`src/rtl/palconv_pkg.sv`:
```
package palconv_pkg;

  localparam int CH_W  = 8;
  localparam int RAW_W = 32;
  localparam int PAL_W = 3 * CH_W + 1;

  localparam logic [3:0] DEPTH_2BPP = 4'd1;
  localparam logic [3:0] DEPTH_4BPP = 4'd2;
  localparam logic [3:0] DEPTH_8BPP = 4'd3;

  localparam logic [1:0] FMT_16B      = 2'd0;
  localparam logic [1:0] FMT_32B_555  = 2'd1;
  localparam logic [1:0] FMT_32B_666  = 2'd2;
  localparam logic [1:0] FMT_32B_888  = 2'd3;

  localparam int TRANSP_BIT = 24;

  typedef struct packed {
    logic            transp;
    logic [CH_W-1:0] red;
    logic [CH_W-1:0] green;
    logic [CH_W-1:0] blue;
  } palEntry_t;

  typedef struct packed {
    logic capture;
    logic accept;
    logic finish;
  } ctrlStrobe_t;

  typedef enum logic [0:0] {
    ST_IDLE = 1'b0,
    ST_LOAD = 1'b1
  } ctrlState_t;

  function automatic palEntry_t convertEntry(input logic [RAW_W-1:0] raw,
                                             input logic [1:0] fmt,
                                             input logic mono);
    palEntry_t e;
    e = '0;
    case (fmt)
      FMT_16B: begin
        e.red    = {raw[15:11], 3'b000};
        e.green  = {raw[10:5], 2'b00};
        e.blue   = {raw[4:0], 3'b000};
        e.transp = 1'b0;
      end
      FMT_32B_555: begin
        e.red    = {raw[23:19], 3'b000};
        e.green  = {raw[15:10], 2'b00};
        e.blue   = {raw[7:3], 3'b000};
        e.transp = raw[TRANSP_BIT];
      end
      FMT_32B_666: begin
        e.red    = {raw[23:18], 2'b00};
        e.green  = {raw[15:10], 2'b00};
        e.blue   = {raw[7:2], 2'b00};
        e.transp = raw[TRANSP_BIT];
      end
      default: begin
        e.red    = raw[23:16];
        e.green  = raw[15:8];
        e.blue   = raw[7:0];
        e.transp = raw[TRANSP_BIT];
      end
    endcase
    if (mono) begin
      e.red   = raw[CH_W-1:0];
      e.green = raw[CH_W-1:0];
      e.blue  = raw[CH_W-1:0];
    end
    return e;
  endfunction

endpackage

```
`src/rtl/palconv_ctrl.sv`:
```
module palconv_ctrl
  import palconv_pkg::*;
#(
  parameter int ADDR_W = 8
) (
  input  logic              clk,
  input  logic              rstN,
  input  logic              start,
  input  logic [3:0]        cfgDepth,
  input  logic              rawValid,
  output logic              rawReady,
  output ctrlStrobe_t       strobe,
  output logic [ADDR_W-1:0] entryIdx,
  output logic              done
);

  ctrlState_t        stateQ;
  logic [ADDR_W-1:0] idxQ;
  logic [ADDR_W-1:0] lastIdxQ;
  logic [ADDR_W-1:0] lastIdxD;
  logic              hasPal;
  logic              isLast;
  logic              doneArmQ;
  logic              doneQ;

  // Entry count from depth: 2^(bits per pixel), stored as last index.
  always_comb begin
    hasPal   = 1'b1;
    lastIdxD = '0;
    case (cfgDepth)
      DEPTH_2BPP: lastIdxD = ADDR_W'(3);
      DEPTH_4BPP: lastIdxD = ADDR_W'(15);
      DEPTH_8BPP: lastIdxD = ADDR_W'(255);
      default:    hasPal   = 1'b0;
    endcase
  end

  always_comb begin
    strobe.capture = (stateQ == ST_IDLE) && start;
    strobe.accept  = (stateQ == ST_LOAD) && rawValid;
    isLast         = strobe.accept && (idxQ == lastIdxQ);
    strobe.finish  = (strobe.capture && !hasPal) || isLast;
  end

  always_ff @(posedge clk or negedge rstN) begin
    if (!rstN) begin
      stateQ   <= ST_IDLE;
      idxQ     <= '0;
      lastIdxQ <= '0;
      doneArmQ <= 1'b0;
      doneQ    <= 1'b0;
    end else begin
      if (strobe.capture) begin
        idxQ     <= '0;
        lastIdxQ <= lastIdxD;
        stateQ   <= hasPal ? ST_LOAD : ST_IDLE;
      end else if (strobe.accept) begin
        idxQ <= idxQ + 1'b1;
        if (isLast) stateQ <= ST_IDLE;
      end
      doneArmQ <= strobe.finish;
      doneQ    <= doneArmQ;
    end
  end

  assign rawReady = (stateQ == ST_LOAD);
  assign entryIdx = idxQ;
  assign done     = doneQ;

endmodule

```
`src/rtl/palconv_datapath.sv`:
```
module palconv_datapath
  import palconv_pkg::*;
#(
  parameter int ADDR_W = 8
) (
  input  logic              clk,
  input  logic              rstN,
  input  ctrlStrobe_t       strobe,
  input  logic [ADDR_W-1:0] entryIdx,
  input  logic [1:0]        cfgFormat,
  input  logic              cfgMono,
  input  logic [RAW_W-1:0]  rawData,
  output logic              palWe,
  output logic [ADDR_W-1:0] palAddr,
  output logic [PAL_W-1:0]  palData,
  output logic              reparseReq
);

  logic [1:0]        fmtQ;
  logic              monoQ;
  logic [1:0]        lastFmtQ;
  logic              lastValidQ;
  logic              palWeQ;
  logic [ADDR_W-1:0] palAddrQ;
  palEntry_t         palDataQ;
  palEntry_t         convD;

  always_comb convD = convertEntry(rawData, fmtQ, monoQ);

  always_ff @(posedge clk or negedge rstN) begin
    if (!rstN) begin
      fmtQ       <= FMT_16B;
      monoQ      <= 1'b0;
      lastFmtQ   <= FMT_16B;
      lastValidQ <= 1'b0;
    end else if (strobe.capture) begin
      fmtQ       <= cfgFormat;
      monoQ      <= cfgMono;
      lastFmtQ   <= cfgFormat;
      lastValidQ <= 1'b1;
    end
  end

  always_ff @(posedge clk or negedge rstN) begin
    if (!rstN) begin
      palWeQ   <= 1'b0;
      palAddrQ <= '0;
      palDataQ <= '0;
    end else begin
      palWeQ <= strobe.accept;
      if (strobe.accept) begin
        palAddrQ <= entryIdx;
        palDataQ <= convD;
      end
    end
  end

  assign palWe      = palWeQ;
  assign palAddr    = palAddrQ;
  assign palData    = palDataQ;
  assign reparseReq = !lastValidQ || (cfgFormat != lastFmtQ);

endmodule

```
`src/rtl/palette_entry_converter.sv`:
```
module palette_entry_converter
  import palconv_pkg::*;
#(
  parameter int ADDR_W = 8
) (
  input  logic              clk,
  input  logic              rstN,
  input  logic              start,
  input  logic [1:0]        cfgFormat,
  input  logic              cfgMono,
  input  logic [3:0]        cfgDepth,
  input  logic              rawValid,
  input  logic [31:0]       rawData,
  output logic              rawReady,
  output logic              palWe,
  output logic [ADDR_W-1:0] palAddr,
  output logic [24:0]       palData,
  output logic              done,
  output logic              reparseReq
);

  ctrlStrobe_t       strobe;
  logic [ADDR_W-1:0] entryIdx;

  palconv_ctrl #(.ADDR_W(ADDR_W)) u_ctrl (
    .clk      (clk),
    .rstN     (rstN),
    .start    (start),
    .cfgDepth (cfgDepth),
    .rawValid (rawValid),
    .rawReady (rawReady),
    .strobe   (strobe),
    .entryIdx (entryIdx),
    .done     (done)
  );

  palconv_datapath #(.ADDR_W(ADDR_W)) u_dp (
    .clk        (clk),
    .rstN       (rstN),
    .strobe     (strobe),
    .entryIdx   (entryIdx),
    .cfgFormat  (cfgFormat),
    .cfgMono    (cfgMono),
    .rawData    (rawData),
    .palWe      (palWe),
    .palAddr    (palAddr),
    .palData    (palData),
    .reparseReq (reparseReq)
  );

endmodule

```
`config.mk`:
```
export PLATFORM = sky130hd
export DESIGN_NAME = palette_entry_converter
export DESIGN_NICKNAME = d
export VERILOG_FILES = /design/src/rtl/palconv_pkg.sv /design/src/rtl/palconv_ctrl.sv /design/src/rtl/palconv_datapath.sv /design/src/rtl/palette_entry_converter.sv
export SDC_FILE = /design/constraint.sdc
export NUM_CORES = 1
export LEC_CHECK = 0
export CAP_MARGIN = 40
export CORE_MARGIN = 8
export CORE_UTILIZATION = 25
export CTS_BUF_LIST = sky130_fd_sc_hd__clkbuf_8
export DETAILED_ROUTE_END_ITERATION = 16
export PLACE_DENSITY = 0.5
export SLEW_MARGIN = 5
export SYNTH_ARGS = -nofsm -noshare
export SYNTH_HDL_FRONTEND = slang
export SYNTH_HIERARCHICAL = 1
export SYNTH_SLANG_ARGS = --single-unit
export TNS_END_PERCENT = 100
```
`constraint.sdc`:
```
create_clock -name clk -period 1.95 [get_ports clk]
set_clock_uncertainty 0.1 [all_clocks]
set_input_delay 0.2925 -clock clk [delete_from_list [all_inputs] [get_ports clk]]
set_output_delay 0.2925 -clock clk [all_outputs]
set_load 0.02 [all_outputs]
```
* Word-level counts from Yosys, hierarchy flattened
Cells that the tools add are included.
** Storage, ports and cells
- Flip-flop bits (word level) :: 57
- Logic and storage cells :: 46
- Output and inout port bits :: 37
** Cells by class
- Eq/ne operators :: 7
- $add $sub $neg :: 1
- Mux-type cells :: 10
- Bitwise logic cells :: 1
- Reductions and logical operators :: 13
** Operators with widths (count)
- 25-bit case mux with 3 select lines :: 1
- 24-bit 2-to-1 mux :: 1
- 8-bit case mux with 3 select lines :: 1
- 8-bit 2-to-1 mux :: 2
- 8-bit by 1-bit adder with 8-bit output, second input constant :: 1
- 4-bit by 2-bit equality test with 1-bit output, second input constant :: 2
- 8-bit equality test :: 1
- 1-bit 2-to-1 mux :: 5
- 4-bit by 1-bit equality test with 1-bit output, second input constant :: 1
- 1-bit logical AND :: 4
- 2-bit nonzero test :: 2
- 3-bit OR reduction :: 1
- 2-bit by 1-bit equality test with 1-bit output, second input constant :: 1
- 2-bit equality test, second input constant :: 1
- 1-bit zero test :: 2
- 2-bit zero test :: 1
- 1-bit logical OR :: 2
- 2-bit inequality test :: 1
- 2-bit AND reduction :: 1
- 1-bit NOT :: 1

* Longest topological paths before layout
Gate-level depths: netlist of the first run.
- Depth after elaboration :: 6
- Mapped depth :: 6
- Gate-level depth less buffers :: 5

* By module
The synthesis of the first run kept the hierarchy.
** Modules (own cells, without submodules)
- palconv_datapath :: area an instance 1706.6 um^2, cells each 154, times used 1, sequential area each 950.9 um^2
- palconv_ctrl :: area an instance 684.4 um^2, cells each 71, times used 1, sequential area each 350.3 um^2

* Worst setup path before layout of the first run
No wires, ideal clock.
- Path kind :: reg2reg
- From :: register u_ctrl.stateQ (netlist: u_ctrl/rawReady)
- To :: register u_dp.palAddrQ[0] (netlist: u_dp/palAddr[0])
- Data arrival time :: 1423 ps
- Library setup time :: 125 ps
- Clock period less this slack :: 1647 ps
- Path slack :: 303 ps
- Cell stages (with the launch flop) :: 6
- Path buffers :: 2
- Path through :: dfrtp_1 > nand2_2 > inv_2 > buf_2 > buf_2 > mux2_2
** RTL lines
- start, declared :: line palconv_ctrl.sv:17 : ctrlState_t stateQ;
- start signal, assigned :: line palconv_ctrl.sv:56 : stateQ <= hasPal ? ST_LOAD : ST_IDLE;
- end signal, assigned :: line palconv_datapath.sv:52 : palAddrQ <= entryIdx;
- end, declared :: line palconv_datapath.sv:24 : logic [ADDR_W-1:0] palAddrQ;

* Worst setup path in the final report of the first run
- From :: register u_dp.palDataQ (netlist bit u_dp/palData[7])
- To :: output palData[7]
** RTL lines
- start, declared :: line palconv_datapath.sv:25 : palEntry_t palDataQ;
- start signal, assigned :: line palconv_datapath.sv:53 : palDataQ <= convD;
- end, declared :: line palette_entry_converter.sv:17 : output logic [24:0] palData,
No word-level cell between the ends.

==> results of run 1 <==
registers in the layout (all words and copies together) (netlist names):
name,cells
u_dp/lastValidQ,1
u_dp/monoQ,1
u_dp/palData,25
u_ctrl/done,1
u_ctrl/doneArmQ,1
u_ctrl/rawReady,1
u_dp/palWe,1
u_dp/lastFmtQ,2
u_ctrl/lastIdxQ,3
u_dp/palAddr,8
u_ctrl/entryIdx,8
worst max path at each step:
stage	start	endpoint	slack [ns]
finish	u_dp/palData[7]$_DFFE_PN0P_	palData[7]	0.22
global route	u_ctrl/rawReady$_DFFE_PN0P_	rawReady	0.16
CTS	u_ctrl/rawReady$_DFFE_PN0P_	rawReady	0.21
detailed placement	cfgFormat[1]	reparseReq	-0.002
global placement	cfgFormat[1]	reparseReq	0.01
floorplan	u_ctrl/rawReady$_DFFE_PN0P_	u_dp/palAddr[0]$_DFFE_PN0P_	0.30
report_power, final:
group	switching (mW)	internal, mW
logic	1.27	1.14
clock network	0.373	0.381
registers	0.248	1.46
cells by family (layout without fill, tap and decap cells):
group	Yosys count	in the layout	synth area share (%)
AND/OR/NAND/NOR	70	70	15.0
AO/OA/AOI/OAI	62	62	16.8
flip-flops	52	52	54.4
buffers and inverters	19	102	4.08
multiplexers	18	18	8.11
XOR/XNOR	3	3	1.10
adder cells (fa/ha/maj)	1	1	0.523
synth_stat cells, drive strengths merged, types with 3 or more instances:
library cell  count  share of area [%]
a22oi            13                4.3
inv               6               0.94
o21ai             9                1.9
nand2            19                3.1
clkbuf            4               0.63
a21oi            20                4.2
nand3             3               0.84
o22ai             3               0.79
buf               9                2.5
dfrtp            52                 54
mux2             11                5.2
mux2i             7                2.9
nor3              4                1.3
a21boi            4                1.3
nor2             26                4.1
per-stage QoR:
| step | hold WS, ns | cell area, um2 | total power [mW] | worst slack (ns) |
|---|---|---|---|---|
| 2_1_floorplan | -0.103 | 2390 | 3.08 | 0.303 |
| 3_3_place_gp | 0.216 | 3320 | 4.15 | 0.0111 |
| 3_5_place_dp | 0.214 | 3320 | 4.18 | -0.00229 |
| 4_1_cts | 0.259 | 3440 | 4.94 | 0.209 |
| 5_1_grt | 0.279 | 3440 | 5.21 | 0.159 |
| 6_report | 0.255 | 3440 | 4.86 | 0.225 |
layout make-up:
| type | instances | share of cell area, % |
|---|---|---|
| clock buffer | 5 | 2.00 |
| clock inverter | 3 | 1.24 |
| inverter | 6 | 0.655 |
| multi-input combinational | 154 | 28.9 |
| sequential | 52 | 37.8 |
| tap | 129 | 4.69 |
| timing repair buffer | 88 | 24.7 |
cell usage in the layout, fill, tap and decap left out, types with 2 or more instances in the layout:
| cell type | count |
|---|---|
| a21boi_0 | 4 |
| a21oi_1 | 20 |
| a22oi_1 | 12 |
| a31oi_1 | 2 |
| and2_1 | 2 |
| buf_4 | 14 |
| clkbuf_8 | 5 |
| clkdlybuf4s50_1 | 70 |
| dfrtp_1 | 52 |
| inv_1 | 5 |
| mux2_2 | 11 |
| mux2i_1 | 7 |
| nand2_1 | 18 |
| nand2b_1 | 2 |
| nand3_1 | 2 |
| nand4_1 | 2 |
| nor2_1 | 26 |
| nor3_1 | 3 |
| nor3b_1 | 2 |
| nor4b_1 | 2 |
| o211ai_1 | 2 |
| o21ai_0 | 9 |
| o22ai_1 | 3 |
| o31ai_1 | 2 |
| o32a_1 | 2 |
| xnor2_1 | 2 |
repair_timing:
action | 4_1_cts | 5_1_grt
resized for setup | 1 | 0
hold buffers | 1 | 0
endpoints found under the setup margin | 1 | 0
hold endpoints to repair | 52 | 0
routing by layer:
metal / up-vias / GRT usage, %
li1: 962 / -
met1: 952 / 14.0
met2: 67 / 16.9
met3: 5 / 2.85
met4: 0 / 2.40
met5: - / 0
==> metrics, run 1 <==
status=complete, no violations; clock slew at reported path FFs=around 0.1 ns; Final ANT Viol Nets=0; Die ar.=about 0.013 mm2; final cell count without fillers=437; first-pass GRT wire length=11,000 um; crit-path cells=clkdlybuf4s50_1; Hold/Removal Path Class=flip-flop to flip-flop; reg2reg start=u_dp/lastFmtQ[1]$_DFFE_PN0P_; Netlist cell types=47; YS warnings=6; Worst Hold End=u_ctrl/done$_DFF_PN0_; DRC Markers=0; Clock Latency Late Sink=about 0.3 ns; Mapped Area=0.00239 mm2; Mean Syn Cell Area=between 10 and 15 um2; Num CTS Buffers=5; PD cells=between 1000 and 1500 mW/mm2; per-cell routed wire length=roughly 15 um; critical path depth in cells=1; Tcrit/Tclk final=88.5%; sequential fraction of the synthesis area=54.4%; # fillers=950; worst vdd ir=0.521 mV; Ant. Diodes=0; drt total wl=~6600 um; DR top layer=met4; Final nets=between 300 and 400; Worst-Margin Slew=0.362 ns; WL met2=3000 um; detailed placer's ending HPWL=4960 um; Leak=1.42 nW; chip height=114 um; Max Slew Vio Count=0; asr flop ratio synth=100%; Worst Hold Depth=0; Port Buffer Count=72; postcts setup bufs=0; Slew headroom=around 76%; Syn Inst Count=between 200 and 250; Multi-input gate area=992 um2; register area=0.00130 mm2; vias in the first global route=2,092; RSZ-0062 raised after global routing=false; FMAX=580 MHz; CP required=1.56 ns; minimum clock period=1.73 ns; dpl cells=428; Slowest cell on crit path=clkdlybuf4s50_1; largest fanout on the critical path=2; Crit path max-delay family=buffers and inverters; post-synthesis register bit count=52; routed wire length on met3=365 um; Crit. End Element=primary output; Overall Global Routing Usage=10.6%; Post-synth top flop=dfrtp_1; Max-Cap Viols=0; max incr delay on CP=0.63 ns; GP Congestion=0.724; Vias=between 1,500 and 2,000; die width=between 100 and 150 um; Hold Fails Final Rpt=0; H-tree lvl count=2; CTS Buffer Depth=2; DR iter-0 viols=65; Syn Nets=269; Clock Sinks=52; TritonCTS clock tree=done; CP Launch Type=flip-flop; Arrival @ worst endpoint=approximately 1.3 ns; end-of-flow core utilization=between 30% and 40%; worst r2r path cells=4; hold wc startpoint=u_ctrl/doneArmQ$_DFF_PN0_; Buf/Inv on CP=1; M1 WL=3170 um; number of I/O pins=80; drt pass-1 iters=4; Critical Setup Path Class=flip-flop to primary output; grt total ovfl=0; routed vias/inst=4.54; Layout area overhead=43.8%; layout cells sized above 1=14.3%; Reg2Reg Setup Slack=0.41 ns; core area=0.00924 mm2; number of synthesized flops with an enable pin=0; CTS root buffer=clkbuf_8; initial core utilization=25.9%; initial antenna violation count=0; row cnt=35; largest net degree at the start of global routing=53; Critical R2R Capture=u_dp/palData[22]$_DFFE_PN0P_; setup TNS=0 ns; setup violators final=0
(Power assumes the default switching activity.)
==> run 2: changes to the inputs <==
CORE_UTILIZATION = 47   (was 25)
PLACE_DENSITY = 0.83   (was 0.5)
==> run 2 against run 1 <==
- global-route usage up 5.4 points
- via count up 0.91%
- combinational power down 2%
- cell area down 3.3%
- worst hold slack worse by 0.021 ns
- flip-flop and latch count unchanged
- first-iteration DRC count up 15%
- critical endpoint is now rawReady
- largest power group unchanged
==> metrics, run 2 (synthesis gave the netlist of run 1 again) <==
status=complete, no violations; number of I/O pins=80; vias in the first global route=1,941; drt pass-1 iters=4; Tcrit/Tclk final=between 80% and 90%; worst vdd ir=0.613 mV; chip height=just under 90 um; die width=roughly 87 um; PD cells=1410 mW/mm2; first-pass GRT wire length=9630 um; Hold Fails Final Rpt=0; commonest non-fill, non-tap cells in the layout=70 x clkdlybuf4s50_1, 52 x dfrtp_1, 26 x nor2_1; DR iter-0 viols=75; Crit path max-delay family=buffers and inverters; Die ar.=0.00763 mm2; row cnt=26; Port Buffer Count=72; setup ws final=about 0.23 ns; per-cell routed wire length=15.9 um; Hold/Removal Path Class=primary input to asynchronous set/reset pin; Arrival @ worst endpoint=1.33 ns; Max-Cap Viols=0; most common cell after layout, fill and taps aside=clkdlybuf4s50_1; max incr delay on CP=0.63 ns; Buf/Inv on CP=1; Clock Latency Late Sink=0.29 ns; largest fanout on the critical path=4; Ant. Diodes=0; setup violators final=0; DRC Markers=0; Vias=2,004; largest net degree at the start of global routing=26; RSZ-0062 raised after global routing=false; H-tree lvl count=2; CP required=1.56 ns; Worst-Margin Slew=0.516 ns; Num CTS Buffers=5; CP Launch Type=flip-flop; drt total wl=6000 um; routed vias/inst=5.32; crit-path cells=clkdlybuf4s50_1; Final ANT Viol Nets=0; CTS root buffer=clkbuf_8; core area=0.00501 mm2; Largest register FFs=25; FMAX=580 MHz; Overall Global Routing Usage=between 10% and 20%; detailed placer's ending HPWL=between 4000 and 5000 um; Layout area overhead=39.0%; Critical Setup Path Class=flip-flop to primary output; pre-CTS worst setup slack=-0.0175 ns; Crit. End Element=primary output; CTS Buffer Depth=2; initial antenna violation count=0; Final nets=350; Slowest cell on crit path=clkdlybuf4s50_1; clock slew at reported path FFs=0.09 ns; grt total ovfl=0; TritonCTS clock tree=done; minimum clock period=1.72 ns; Leak=1.41 nW; layout cells sized above 1=13.4%; post-layout power=4.68 mW; GP Congestion=0.827; Slew headroom=between 60% and 70%; initial core utilization=47.7%; Clock Sinks=52; Max Slew Vio Count=0
==> run 2: cell count changes in the layout (fill, tap and decap cells not counted) <==
cell	before	now
buf_12	1	0
clkinvlp_4	1	0
clkinv_2	1	0
bufinv_16	1	0
clkbuf_8	5	6
inv_1	5	7
==> run 2: cell type report <==
cell class / count / area [um2]
clock buffer: 6 / 82.6
clock inverter: 2 / 7.51
multi-input combinational: 154 / 992
fill: 421 / 1690
sequential: 52 / 1300
timing repair buffer: 87 / 830
tap: 70 / 87.6
inverter: 6 / 22.5
==> run 2: worst paths after layout <==
kind	end	slack, ns	start	cells after the start
worst min register to register	u_ctrl/done$_DFF_PN0_	0.26	u_ctrl/doneArmQ$_DFF_PN0_	0
worst max register to register	u_dp/palData[22]$_DFFE_PN0P_	0.42	u_dp/lastFmtQ[0]$_DFFE_PN0P_	4
worst max-delay path	rawReady	0.23	u_ctrl/rawReady$_DFFE_PN0P_	1
worst min-delay path	u_dp/palData[6]$_DFFE_PN0P_	0.23	rstN	2
max in group asynchronous	u_ctrl/entryIdx[5]$_DFFE_PN0P_	0.99	rstN	3
min in group clk	u_ctrl/done$_DFF_PN0_	0.26	u_ctrl/doneArmQ$_DFF_PN0_	0
==> run 2: what timing repair did <==
item | in CTS | in global routing
setup endpoints to repair | 1 | 0
hold buffers | 1 | 0
resized for setup | 1 | 0
hold endpoints to repair | 31 | 0
buffers inserted | 0 | 0
==> run 2: metrics by stage <==
step	instance area, um2	utilization (%)	hold slack (ns)	instances	TNS, ns
6_report	3320	66.3	0.234	377	0
3_3_place_gp	3220	64.4	0.0160	368	0
2_1_floorplan	2390	-	-0.103	225	0
4_1_cts	3320	66.3	0.230	377	0
5_1_grt	3320	66.3	0.239	377	0
3_5_place_dp	3220	64.4	0.0200	368	-0.0175
==> run 2: where the power goes <==
part           switching (mW)  internal [mW]  total (mW)
Sequential              0.275           1.46        1.73
Combinational            1.23           1.12        2.35
Clock                   0.326          0.280       0.606
Total                    1.83           2.85        4.68
==> run 2: layer usage <==
| metal | vias to the layer above | part of all wire, % | global-route usage, % |
|---|---|---|---|
| met4 | 0 | 0.85 | 3.75 |
| met2 | 64 | 50 | 27.8 |
| met5 | - | 0 | 0 |
| li1 | 963 | - | - |
| met3 | 6 | 7.1 | 4.15 |
| met1 | 971 | 42 | 19.1 |
